--- src/rtl/burst_pkg.sv ---
// Package: shared constants and helpers for the burst column generator.
// Assumes a burst length code of 3 bits.
package burst_pkg;

    // Length code that selects a full-page burst
    localparam logic [2:0] BL_CODE_FULL = 3'b111;

    // log2 of the burst length for a fixed-length code; reserved codes give one beat
    function automatic logic [2:0] len_log2(input logic [2:0] code);
        return (code <= 3'd3) ? code : 3'd0;
    endfunction

endpackage

--- src/rtl/burst_beat_ctr.sv ---
// Module: burst_beat_ctr
// Tracks the running burst: beat index, captured start column, length mask
// and ordering. Beat 0 is presented combinationally in the command cycle;
// later beats come from registers. Assumes at most one strobe per cycle and
// COL_W of at least 4.
module burst_beat_ctr
    import burst_pkg::*;
#(
    parameter int COL_W = 9
) (
    input  logic             clk,
    input  logic             rst_n,
    input  logic             rd_cmd,
    input  logic             wr_cmd,
    input  logic             stop_cmd,
    input  logic [COL_W-1:0] start_col,
    input  logic [2:0]       bl_code,
    input  logic             ilv,
    input  logic             single_wr,
    output logic             beat_valid,
    output logic             beat_last,
    output logic             beat_wr,
    output logic [COL_W-1:0] beat_start,
    output logic [COL_W-1:0] beat_idx,
    output logic [COL_W-1:0] beat_mask,
    output logic             beat_ilv
);

    logic             new_cmd;
    logic             use_single;
    logic             full_new;
    logic             ilv_new;
    logic [2:0]       k_new;
    logic [COL_W-1:0] mask_new;
    logic             full_sel;

    logic             act_q;
    logic             wr_q;
    logic             full_q;
    logic             ilv_q;
    logic [COL_W-1:0] start_q;
    logic [COL_W-1:0] idx_q;
    logic [COL_W-1:0] mask_q;

    // Decode the length and ordering that a command arriving now would use
    always_comb begin
        new_cmd    = rd_cmd || wr_cmd;
        use_single = wr_cmd && single_wr;
        full_new   = (bl_code == BL_CODE_FULL) && !use_single;
        k_new      = use_single ? 3'd0 : len_log2(bl_code);
        mask_new   = full_new ? '1 : ((COL_W'(1) << k_new) - COL_W'(1));
        ilv_new    = ilv && !full_new;
    end

    // Present beat 0 live on a command, otherwise the registered burst
    always_comb begin
        if (new_cmd) begin
            beat_valid = 1'b1;
            beat_wr    = wr_cmd;
            beat_start = start_col;
            beat_idx   = '0;
            beat_mask  = mask_new;
            beat_ilv   = ilv_new;
            full_sel   = full_new;
        end else begin
            beat_valid = act_q && !stop_cmd;
            beat_wr    = wr_q;
            beat_start = start_q;
            beat_idx   = idx_q;
            beat_mask  = mask_q;
            beat_ilv   = ilv_q;
            full_sel   = full_q;
        end
        beat_last = beat_valid && !full_sel && (beat_idx == beat_mask);
    end

    // Capture a new burst, advance the beat index, or end the burst
    always_ff @(posedge clk) begin
        if (!rst_n) begin
            act_q   <= 1'b0;
            wr_q    <= 1'b0;
            full_q  <= 1'b0;
            ilv_q   <= 1'b0;
            start_q <= '0;
            idx_q   <= '0;
            mask_q  <= '0;
        end else if (new_cmd) begin
            act_q   <= !beat_last;
            wr_q    <= wr_cmd;
            full_q  <= full_new;
            ilv_q   <= ilv_new;
            start_q <= start_col;
            idx_q   <= COL_W'(1);
            mask_q  <= mask_new;
        end else if (act_q) begin
            if (stop_cmd || beat_last) begin
                act_q <= 1'b0;
            end else begin
                idx_q <= idx_q + COL_W'(1);
            end
        end
    end

    AST_BURST_RUNS: assert property (@(posedge clk) disable iff (!rst_n)
        (beat_valid && !beat_last) |=> (beat_valid || stop_cmd));

    AST_LAST_ENDS: assert property (@(posedge clk) disable iff (!rst_n)
        beat_last |=> (!beat_valid || rd_cmd || wr_cmd));

    AST_STOP_SILENCES: assert property (@(posedge clk) disable iff (!rst_n)
        (stop_cmd && !rd_cmd && !wr_cmd) |=> (!beat_valid || rd_cmd || wr_cmd));

endmodule

--- src/rtl/burst_col_map.sv ---
// Module: burst_col_map
// Maps the start column and beat index to the beat's column. The bits above
// the length mask come from the start column; the bits under it either count
// up with wrap (sequential) or are XORed with the index (interleaved).
// Assumes the mask is 2^k-1 and the index stays below 2^k.
module burst_col_map #(
    parameter int COL_W = 9
) (
    input  logic [COL_W-1:0] beat_start,
    input  logic [COL_W-1:0] beat_idx,
    input  logic [COL_W-1:0] beat_mask,
    input  logic             beat_ilv,
    output logic [COL_W-1:0] col
);

    logic [COL_W-1:0] low_seq;
    logic [COL_W-1:0] low_ilv;

    // Combine the fixed upper bits with the ordered lower bits
    always_comb begin
        low_seq = beat_start + beat_idx;
        low_ilv = beat_start ^ beat_idx;
        col     = (beat_start & ~beat_mask) | ((beat_ilv ? low_ilv : low_seq) & beat_mask);
    end

endmodule

--- src/rtl/burst_rd_pipe.sv ---
// Module: burst_rd_pipe
// Delays read beats by the CAS latency to form the output enable, applies the
// two-cycle mask delay, and flushes earlier reads when a write arrives.
// Assumes the latency input is held stable while reads are in flight.
module burst_rd_pipe #(
    parameter int MAX_CL = 3,
    localparam int CL_W  = $clog2(MAX_CL + 1)
) (
    input  logic            clk,
    input  logic            rst_n,
    input  logic            rd_beat,
    input  logic            wr_cmd,
    input  logic            dqm,
    input  logic [CL_W-1:0] cas_lat,
    output logic            rd_oe
);

    logic [MAX_CL-1:0] stage_q;
    logic [1:0]        dqm_q;
    logic [CL_W-1:0]   tap;

    // Choose the stage that matches the latency; 0 acts as 1, clamp above max
    always_comb begin
        if (cas_lat == '0) begin
            tap = '0;
        end else if (int'(cas_lat) > MAX_CL) begin
            tap = CL_W'(MAX_CL - 1);
        end else begin
            tap = cas_lat - CL_W'(1);
        end
        rd_oe = stage_q[tap] && !dqm_q[1];
    end

    // Shift read beats along; a write clears every read already in flight
    always_ff @(posedge clk) begin
        if (!rst_n) begin
            stage_q <= '0;
        end else if (wr_cmd) begin
            stage_q <= '0;
        end else begin
            stage_q <= (stage_q << 1) | MAX_CL'(rd_beat);
        end
    end

    // Delay the mask by two cycles for the read output path
    always_ff @(posedge clk) begin
        if (!rst_n) begin
            dqm_q <= '0;
        end else begin
            dqm_q <= {dqm_q[0], dqm};
        end
    end

    AST_WR_KILLS_RD: assert property (@(posedge clk) disable iff (!rst_n)
        wr_cmd |=> !rd_oe);

    AST_DQM_RD_LAT: assert property (@(posedge clk) disable iff (!rst_n)
        $past(dqm, 2) |-> !rd_oe);

endmodule

--- src/rtl/burst_col_gen.sv ---
// Module: burst_col_gen (top)
// Per-beat column generator for SDRAM read and write bursts, with the write
// enable after masking and the CAS-latency-delayed read output enable.
// Assumes at most one of the read, write and stop strobes per cycle.
module burst_col_gen #(
    parameter int COL_W  = 9,
    parameter int MAX_CL = 3,
    localparam int CL_W  = $clog2(MAX_CL + 1)
) (
    input  logic             clk,
    input  logic             rst_n,
    input  logic [2:0]       mode_bl,
    input  logic             mode_ilv,
    input  logic [CL_W-1:0]  mode_cl,
    input  logic             mode_single_wr,
    input  logic             rd_cmd,
    input  logic             wr_cmd,
    input  logic             stop_cmd,
    input  logic [COL_W-1:0] start_col,
    input  logic             dqm,
    output logic [COL_W-1:0] col,
    output logic             beat_valid,
    output logic             beat_last,
    output logic             wr_en,
    output logic             rd_oe
);

    logic             beat_wr;
    logic [COL_W-1:0] beat_start;
    logic [COL_W-1:0] beat_idx;
    logic [COL_W-1:0] beat_mask;
    logic             beat_ilv;
    logic             rd_beat;

    burst_beat_ctr #(.COL_W(COL_W)) i_beat_ctr (
        .clk        (clk),
        .rst_n      (rst_n),
        .rd_cmd     (rd_cmd),
        .wr_cmd     (wr_cmd),
        .stop_cmd   (stop_cmd),
        .start_col  (start_col),
        .bl_code    (mode_bl),
        .ilv        (mode_ilv),
        .single_wr  (mode_single_wr),
        .beat_valid (beat_valid),
        .beat_last  (beat_last),
        .beat_wr    (beat_wr),
        .beat_start (beat_start),
        .beat_idx   (beat_idx),
        .beat_mask  (beat_mask),
        .beat_ilv   (beat_ilv)
    );

    burst_col_map #(.COL_W(COL_W)) i_col_map (
        .beat_start (beat_start),
        .beat_idx   (beat_idx),
        .beat_mask  (beat_mask),
        .beat_ilv   (beat_ilv),
        .col        (col)
    );

    // Split beats into masked write acceptance and read pipeline input
    always_comb begin
        wr_en   = beat_valid && beat_wr && !dqm;
        rd_beat = beat_valid && !beat_wr;
    end

    burst_rd_pipe #(.MAX_CL(MAX_CL)) i_rd_pipe (
        .clk     (clk),
        .rst_n   (rst_n),
        .rd_beat (rd_beat),
        .wr_cmd  (wr_cmd),
        .dqm     (dqm),
        .cas_lat (mode_cl),
        .rd_oe   (rd_oe)
    );

    AST_ONE_CMD: assert property (@(posedge clk) disable iff (!rst_n)
        $onehot0({rd_cmd, wr_cmd, stop_cmd}));

    AST_WR_ZERO_LAT: assert property (@(posedge clk) disable iff (!rst_n)
        (wr_cmd && !dqm) |-> wr_en);

endmodule

--- config.mk ---
export PLATFORM = sky130hd
export DESIGN_NAME = burst_col_gen
export DESIGN_NICKNAME = d
export VERILOG_FILES = /design/src/rtl/burst_pkg.sv /design/src/rtl/burst_beat_ctr.sv /design/src/rtl/burst_col_map.sv /design/src/rtl/burst_rd_pipe.sv /design/src/rtl/burst_col_gen.sv
export SDC_FILE = /design/constraint.sdc
export NUM_CORES = 1
export LEC_CHECK = 0
export CELL_PAD_IN_SITES_DETAIL_PLACEMENT = 1
export CELL_PAD_IN_SITES_GLOBAL_PLACEMENT = 1
export CORE_MARGIN = 2
export CORE_UTILIZATION = 44
export DETAILED_ROUTE_END_ITERATION = 6
export PLACE_DENSITY_LB_ADDON = 0.1
export SYNTH_ARGS = -nofsm -noshare
export SYNTH_HDL_FRONTEND = slang
export SYNTH_SLANG_ARGS = --single-unit
--- constraint.sdc ---
create_clock -name clk -period 8.75 [get_ports clk]
set_input_delay 1.75 -clock clk [delete_from_list [all_inputs] [get_ports clk]]
set_output_delay 1.75 -clock clk [all_outputs]
set_load 0.01 [all_outputs]
# --- After elaboration in Yosys (flattened, before gate mapping) ---
# Index checks and enable logic that the tools add are counted.
op_classes:
  addsub: 4
  multipliers: 0
  div: 0
  order_cmp: 2
  n_eq_ne: 3
  shift: 1
  mux: 20
  bitwise_logic: 8
  n_reduce_logical: 26
op_table:
  columns: ["cell", "n"]
  rows:
  - ["9-bit two-way mux", 5]
  - ["9-bit bitwise AND", 2]
  - ["1-bit two-way mux", 11]
  - ["1-bit logical AND", 10]
  - ["9-bit by 1-bit adder with 9-bit output, second input constant", 1]
  - ["9-bit adder", 1]
  - ["9-bit == test", 1]
  - ["9-bit inverter", 1]
  - ["9-bit bitwise OR", 1]
  - ["1-bit by 3-bit left shift with 9-bit output, first input constant", 1]
  - ["9-bit by 1-bit subtractor with 9-bit output, second input constant", 1]
  - ["9-bit bitwise XOR", 1]
  - ["1-bit zero test", 8]
  - ["3-bit two-way mux", 2]
  - ["2-bit AND reduction", 2]
  - ["2-bit OR reduction", 2]
  - ["3-bit == test, second input constant", 1]
  - ["3-bit by 2-bit less-or-equal comparator with 1-bit output, second input constant", 1]
  - ["2-bit by 3-bit less-than comparator with 1-bit output, second input constant", 1]
  - ["3-bit by 1-bit bitwise OR with 3-bit output", 1]
  - ["1-bit binary-select mux with 2-bit select", 1]
  - ["2-bit zero test", 1]
  - ["1-bit logical OR", 2]
  - ["2-bit two-way mux", 1]
  - ["4 further kinds", 5]
totals:
  ff_bits: 36
  latchBits: 0
  ramBits: 0
  rom_bits: 0
  inputBits: 22
  elab_cells: 74
  memories: 0

# --- Longest topological paths before layout ---
depth:
  ltp_word: 13
  depth_mapped: 16
  mapped_depth_nobuf: 13

# --- By module ---
# Synthesis repeated with hierarchy kept, for this count alone.
unflattened:
  cells_unflattened: 285
  hier_area_um2: 2319.7
by_module_without_submodules:
  columns: ["mod", "n_inst", "cells_each", "area_per_inst_um2", "seq_area_each_um2"]
  rows:
  - ["burst_beat_ctr", 1, 202, 1617.8, 620.6]
  - ["burst_col_map", 1, 67, 519.2, 0.0]
  - ["burst_rd_pipe", 1, 14, 163.9, 100.1]
  - ["burst_col_gen", 1, 2, 18.8, 0.0]

# --- Worst setup path after synthesis ---
# Ideal clock, no wire load.
synth_path:
  path_type: "input -> output"
  start: "input port wr_cmd"
  end: "output port col[8]"
  arrival_time_ns: 4.475
  t_required_ns: 7.000
  path_slack_ns: 2.525
  cell_stages: 15
  n_path_buf: 2
  cell_sequence: "buf_2 -> nor2_2 -> clkbuf_1 -> nand2_1 -> nand2_1 -> ha_1 -> inv_1 -> fa_1 -> nor2b_1 -> o21a_1 -> o21ai_0 -> a211oi_1 -> and4_1 -> nor3_1 -> nand3_1"
synth_between:
  elab_cells_between_ends: 21
  classes_between: "add/sub: 2; shift: 1; mux: 7; bitwise: 5; reduce/logical: 6"
synth_lines:
  columns: ["item", "line", "source"]
  rows:
  - ["from (decl)", "burst_col_gen.sv:17", "input logic wr_cmd,"]
  - ["1-bit logical OR", "burst_beat_ctr.sv:47", "new_cmd = rd_cmd || wr_cmd;"]
  - ["9-bit two-way mux", "burst_beat_ctr.sv:57", "if (new_cmd) begin"]
  - ["net beat_start[0]", "burst_col_gen.sv:29", "logic [COL_W-1:0] beat_start;"]
  - ["9-bit adder", "burst_col_map.sv:21", "low_seq = beat_start + beat_idx;"]
  - ["9-bit two-way mux", "burst_col_map.sv:23", "col = (beat_start & ~beat_mask) | ((beat_ilv ? low_ilv : low_seq) & beat_mask);"]
  - ["9-bit bitwise AND", "burst_col_map.sv:23", null]
  - ["9-bit bitwise OR", "burst_col_map.sv:23", null]
  - ["to (decl)", "burst_col_gen.sv:21", "output logic [COL_W-1:0] col,"]
# The timed path passes the listed nets, and every way through them passes these cells.

# --- Final worst setup path ---
layout_path:
  start: "input port wr_cmd"
  end: "output port col[8]"
layout_between:
  elab_chain_cells: 9
  elab_cells_between_ends: 21
  classes_between: "add/sub: 2; shift: 1; mux: 7; bitwise: 5; reduce/logical: 6"
layout_rtl:
  columns: ["item", "line", "source"]
  rows:
  - ["1-bit logical AND", "burst_beat_ctr.sv:48", "use_single = wr_cmd && single_wr;"]
  - ["3-bit two-way mux or 1-bit zero test (tied branches)", "burst_beat_ctr.sv:50, burst_beat_ctr.sv:49", null]
  - ["1-bit by 3-bit left shift with 9-bit output or 1-bit logical AND (tied branches)", "burst_beat_ctr.sv:51, burst_beat_ctr.sv:49", null]
  - ["9-bit by 1-bit subtractor with 9-bit output or 1-bit zero test (tied branches)", "burst_beat_ctr.sv:51, burst_beat_ctr.sv:52", null]
  - ["9-bit two-way mux or 1-bit logical AND (tied branches)", "burst_beat_ctr.sv:51, burst_beat_ctr.sv:52", null]
  - ["9-bit two-way mux or 1-bit two-way mux (tied branches)", "burst_beat_ctr.sv:57", null]
  - ["9-bit inverter or 9-bit two-way mux (tied branches)", "burst_col_map.sv:23", null]
  - ["9-bit bitwise AND", "burst_col_map.sv:23", null]
  - ["9-bit bitwise OR (*)", "burst_col_map.sv:23", null]
# Mark *: on every way between the ends. The rest lies on a longest branch, timed or not.

==> flow_summary_export.csv <==
group,metric,value,unit
run_status,run_status,"finished clean",
global_routing,via_count_of_the_first_global_routing_pass,2201,
clock_network,post-cts-setup-buffer-count,0,
floorplanning,io_pins,35,
routing,antenna_left,0,
clock_network,htreeDepth,2,
routing,drt-initial-drc-count,51,
sta,fmax,131.2,MHz
sta,final_setup_viols,0,
clock_network,clockRootBuffer,"sky130_fd_sc_hd__clkbuf_8",
sta,final_min_period_over_clock_period,87.09,%
power,p_sw,0.1143,mW
power,vdd_ir_drop_max,0.07366,mV
routing,detail_route.wl_per_cell,16.00,um
yosys,mappedNetlistArea,0.002410,mm2
clock_network,cts_inserted_buffers,5,
routing,vias_per_cell,5.581,
place,io_buffer_count,34,
setup_path,end_kind,"output pin",
clock_network,hold_buffers,0,
power,power.clock.fraction,31.4,%
setup_path,critical_path.startpoint_type,"primary input",
sta,relSlewSlack,52.09,%
sta,report.final.hold_viol_count,0,
clock_network,tritoncts,"built",
global_routing,global_route.overflow_total,0,
setup_path,required,7000,ps
power,power_per_cell_area,136.9,mW/mm2
place,gp_congestion,0.8575,
yosys,synth_seq_area_share,29.91,%
global_routing,global_route_wire_length_before_repair,10.85,mm
run,timing.max_cap.violations,0,
yosys,ys_ff_latch,36,
setup_path,timing_worst_setup_path_type,"primary input to output pin",
power,cellLeakagePower,1.161,nW
sta,worst-slew-pin-transition,713.9,ps
floorplanning,dieHeight,78.01,um
place,placed_cells_incl_taps,395,
final_layout,final.fill_count,654,
final_layout,layout_common_cells,"36 x sky130_fd_sc_hd__dfxtp_1, 35 x sky130_fd_sc_hd__nor2_1, 34 x sky130_fd_sc_hd__clkdlybuf4s50_1",
clock_network,worst_setup_hold_path_clk_slew,70,ps
final_layout,final-seq-area,720.7,um2
clock_network,postCtsResizedCells,0,
clock_network,tritoncts_num_sinks,36,
sta,finalWorstPathRequiredPeriod,7620,ps
place,dp_hpwl,4.912,mm
final_layout,antennaDiodeCount,0,
final_layout,area.growth.synth_to_final,19.89,%
final_layout,multi_input_comb_area,0.001564,mm2
clock_network,clockBufferDepth,2,
global_routing,initial_antenna_violation_count,0,
final_layout,final_area,0.002889,mm2
floorplanning,fp.dieW,78.01,um
final_layout,finalNetCount,365,
floorplanning,std_cell_rows,26,
final_layout,mostFrequentLayoutCell,"sky130_fd_sc_hd__dfxtp_1",
power,combinationalPowerShare,24.0,%
routing,drt_pass1_iterations,4,
yosys,syn_avg_cell_area,8.087,um2
yosys,post_synth_num_cell_types,57,
yosys,synthArstFlopShare,0,%
sta,grt_setup_unrepaired,"false",
global_routing,gr-usage-all-layers,22.42,%
sta,maxSlewViolCount,0,
yosys,synth_edf_count,0,
global_routing,largest_net_degree_at_the_start_of_global_routing,24,
power,swShare,28.92,%
setup_path,worst_endpoint_data_arrival_time,5870,ps
worst_hold_path,hold_path.class,"flop to flop",
final_layout,fin_cells,403,
yosys,syn_nets,331,
routing,drt-total-wl,6.447,mm
floorplanning,starting_utilization_of_the_core_area,46.30,%
floorplanning,floorplan.die_area,0.006085,mm2
sta,finClkSkew,7.522,ps
floorplanning,core_area,0.005205,mm2
power,seqPwrFrac,44.6,%
setup_path,worstPathMaxFanout,23,
yosys,ys.flop_type,"sky130_fd_sc_hd__dfxtp_1",
power,power.internal,0.2810,mW
yosys,post_synth_inst_count,298,
routing,remaining_design_rule_violation_count,0,
place,placedInstanceArea,0.002795,mm2
yosys,ys_warn_count,0,
clock_network,clk_latency,290,ps
final_layout,drive_above_1_share,5.105,%
routing,routed-via-count,2249,
sta,setup_tns,0,ps
[routing by layer]
layer | share of wire (%) | wire length [um] | global-route usage (%)
met3 | 3.9 | 251 | 3.837
met2 | 47 | 3030 | 37.93
met5 | 0 | 0 | 0
met1 | 48 | 3094 | 29.35
met4 | 1.1 | 71 | 6.316
[critical path, cell delays in order]
cell	delay [ps]
sky130_fd_sc_hd__clkdlybuf4s50_1	650
sky130_fd_sc_hd__nor2_2	400
sky130_fd_sc_hd__buf_4	340
sky130_fd_sc_hd__and2_1	170
sky130_fd_sc_hd__ha_1	160
sky130_fd_sc_hd__inv_1	50
sky130_fd_sc_hd__fa_1	380
sky130_fd_sc_hd__nor2b_1	120
sky130_fd_sc_hd__o21a_1	150
sky130_fd_sc_hd__o21ai_0	90
sky130_fd_sc_hd__a211oi_1	610
sky130_fd_sc_hd__and4_1	280
sky130_fd_sc_hd__nor3_1	60
sky130_fd_sc_hd__nand3_1	100
sky130_fd_sc_hd__clkdlybuf4s50_1	540
[state kept, by name, summed over array words and instances, names as in the netlist]
name	cells
i_beat_ctr.act_q	1
i_beat_ctr.full_q	1
i_beat_ctr.idx_q	9
i_beat_ctr.ilv_q	1
i_beat_ctr.mask_q	9
i_beat_ctr.start_q	9
i_beat_ctr.wr_q	1
i_rd_pipe.dqm_q	2
i_rd_pipe.stage_q	3
[power by group through the flow]
stage	logic (mW)	registers (mW)	clock network, mW
after floorplan	0.0593	0.178	0
after global placement	0.0930	0.180	0
after detailed placement	0.0948	0.180	0
after CTS	0.0955	0.176	0.128
after global routing	0.105	0.177	0.136
final	0.0949	0.176	0.124
[synth_stat cells (2+ instances only)]
library cell	instances	area, um2
sky130_fd_sc_hd__a211oi_1	2	15.01
sky130_fd_sc_hd__a21boi_0	2	15.01
sky130_fd_sc_hd__a21o_1	5	37.54
sky130_fd_sc_hd__a21oi_1	19	95.09
sky130_fd_sc_hd__a31oi_1	3	18.77
sky130_fd_sc_hd__a41o_1	2	20.02
sky130_fd_sc_hd__and2_1	17	106.4
sky130_fd_sc_hd__and3_1	3	18.77
sky130_fd_sc_hd__buf_6	3	33.78
sky130_fd_sc_hd__clkbuf_1	5	18.77
sky130_fd_sc_hd__dfxtp_1	36	720.7
sky130_fd_sc_hd__ha_1	10	125.1
sky130_fd_sc_hd__inv_1	18	67.56
sky130_fd_sc_hd__mux2i_1	12	120.1
sky130_fd_sc_hd__nand2_1	23	86.33
sky130_fd_sc_hd__nand2b_1	5	31.28
sky130_fd_sc_hd__nand3_1	5	25.02
sky130_fd_sc_hd__nand3b_1	2	15.01
sky130_fd_sc_hd__nor2_1	35	131.4
sky130_fd_sc_hd__nor2_2	2	12.51
sky130_fd_sc_hd__nor2b_1	8	50.05
sky130_fd_sc_hd__nor3_1	7	35.03
sky130_fd_sc_hd__nor3b_1	3	22.52
sky130_fd_sc_hd__nor4_1	4	25.02
sky130_fd_sc_hd__nor4bb_1	2	20.02
sky130_fd_sc_hd__o211ai_1	2	15.01
sky130_fd_sc_hd__o21a_1	7	52.55
sky130_fd_sc_hd__o21ai_0	10	50.05
sky130_fd_sc_hd__o21ai_1	3	15.01
sky130_fd_sc_hd__o31ai_1	2	15.01
sky130_fd_sc_hd__or3_1	3	18.77
sky130_fd_sc_hd__or4_1	2	15.01
sky130_fd_sc_hd__xnor2_1	11	96.34
sky130_fd_sc_hd__xor2_1	2	17.52
[cell families after synthesis]
kind of cell,synth area share [%]
adders and majority gates,6.023
and+or+nand+nor,28.30
buffers and inverters,5.192
muxes,5.452
xor gates and xnor gates,4.725
AOI/OAI and AO/OA,20.40
DFF,29.91
[area by class of cell]
| cell class | count | area share [%] |
|---|---|---|
| Inverter | 18 | 2.339 |
| Clock inverter | 1 | 0.2599 |
| Clock buffer | 7 | 2.988 |
| Tap cell | 70 | 3.032 |
| Sequential cell | 36 | 24.95 |
| Timing Repair Buffer | 36 | 12.30 |
| Multi-Input combinational cell | 235 | 54.14 |
[stage by stage]
step | power (mW) | util (%) | hold WS, ps | setup slack [ps]
floorplan | 0.2374 | - | 411.9 | 2525
global placement | 0.2726 | 53.70 | 418.9 | 1295
detailed placement | 0.2748 | 53.70 | 422.4 | 1158
CTS | 0.3998 | 55.50 | 438.5 | 1137
global route | 0.4174 | 55.50 | 469.1 | 836.8
finish | 0.3954 | 55.50 | 433.5 | 1130
[worst paths after layout]
check | start | endpoint | slack (ps) | depth (start not counted)
setup / recovery | wr_cmd | col[8] | 1130 | 15
hold / removal | i_rd_pipe.dqm_q[0] | i_rd_pipe.dqm_q[1] | 430 | 1
setup reg to reg | i_beat_ctr.idx_q[6] | i_beat_ctr.idx_q[8] | 6530 | 7
hold reg to reg | i_rd_pipe.dqm_q[0] | i_rd_pipe.dqm_q[1] | 430 | 1
(Power assumes the default switching activity.)
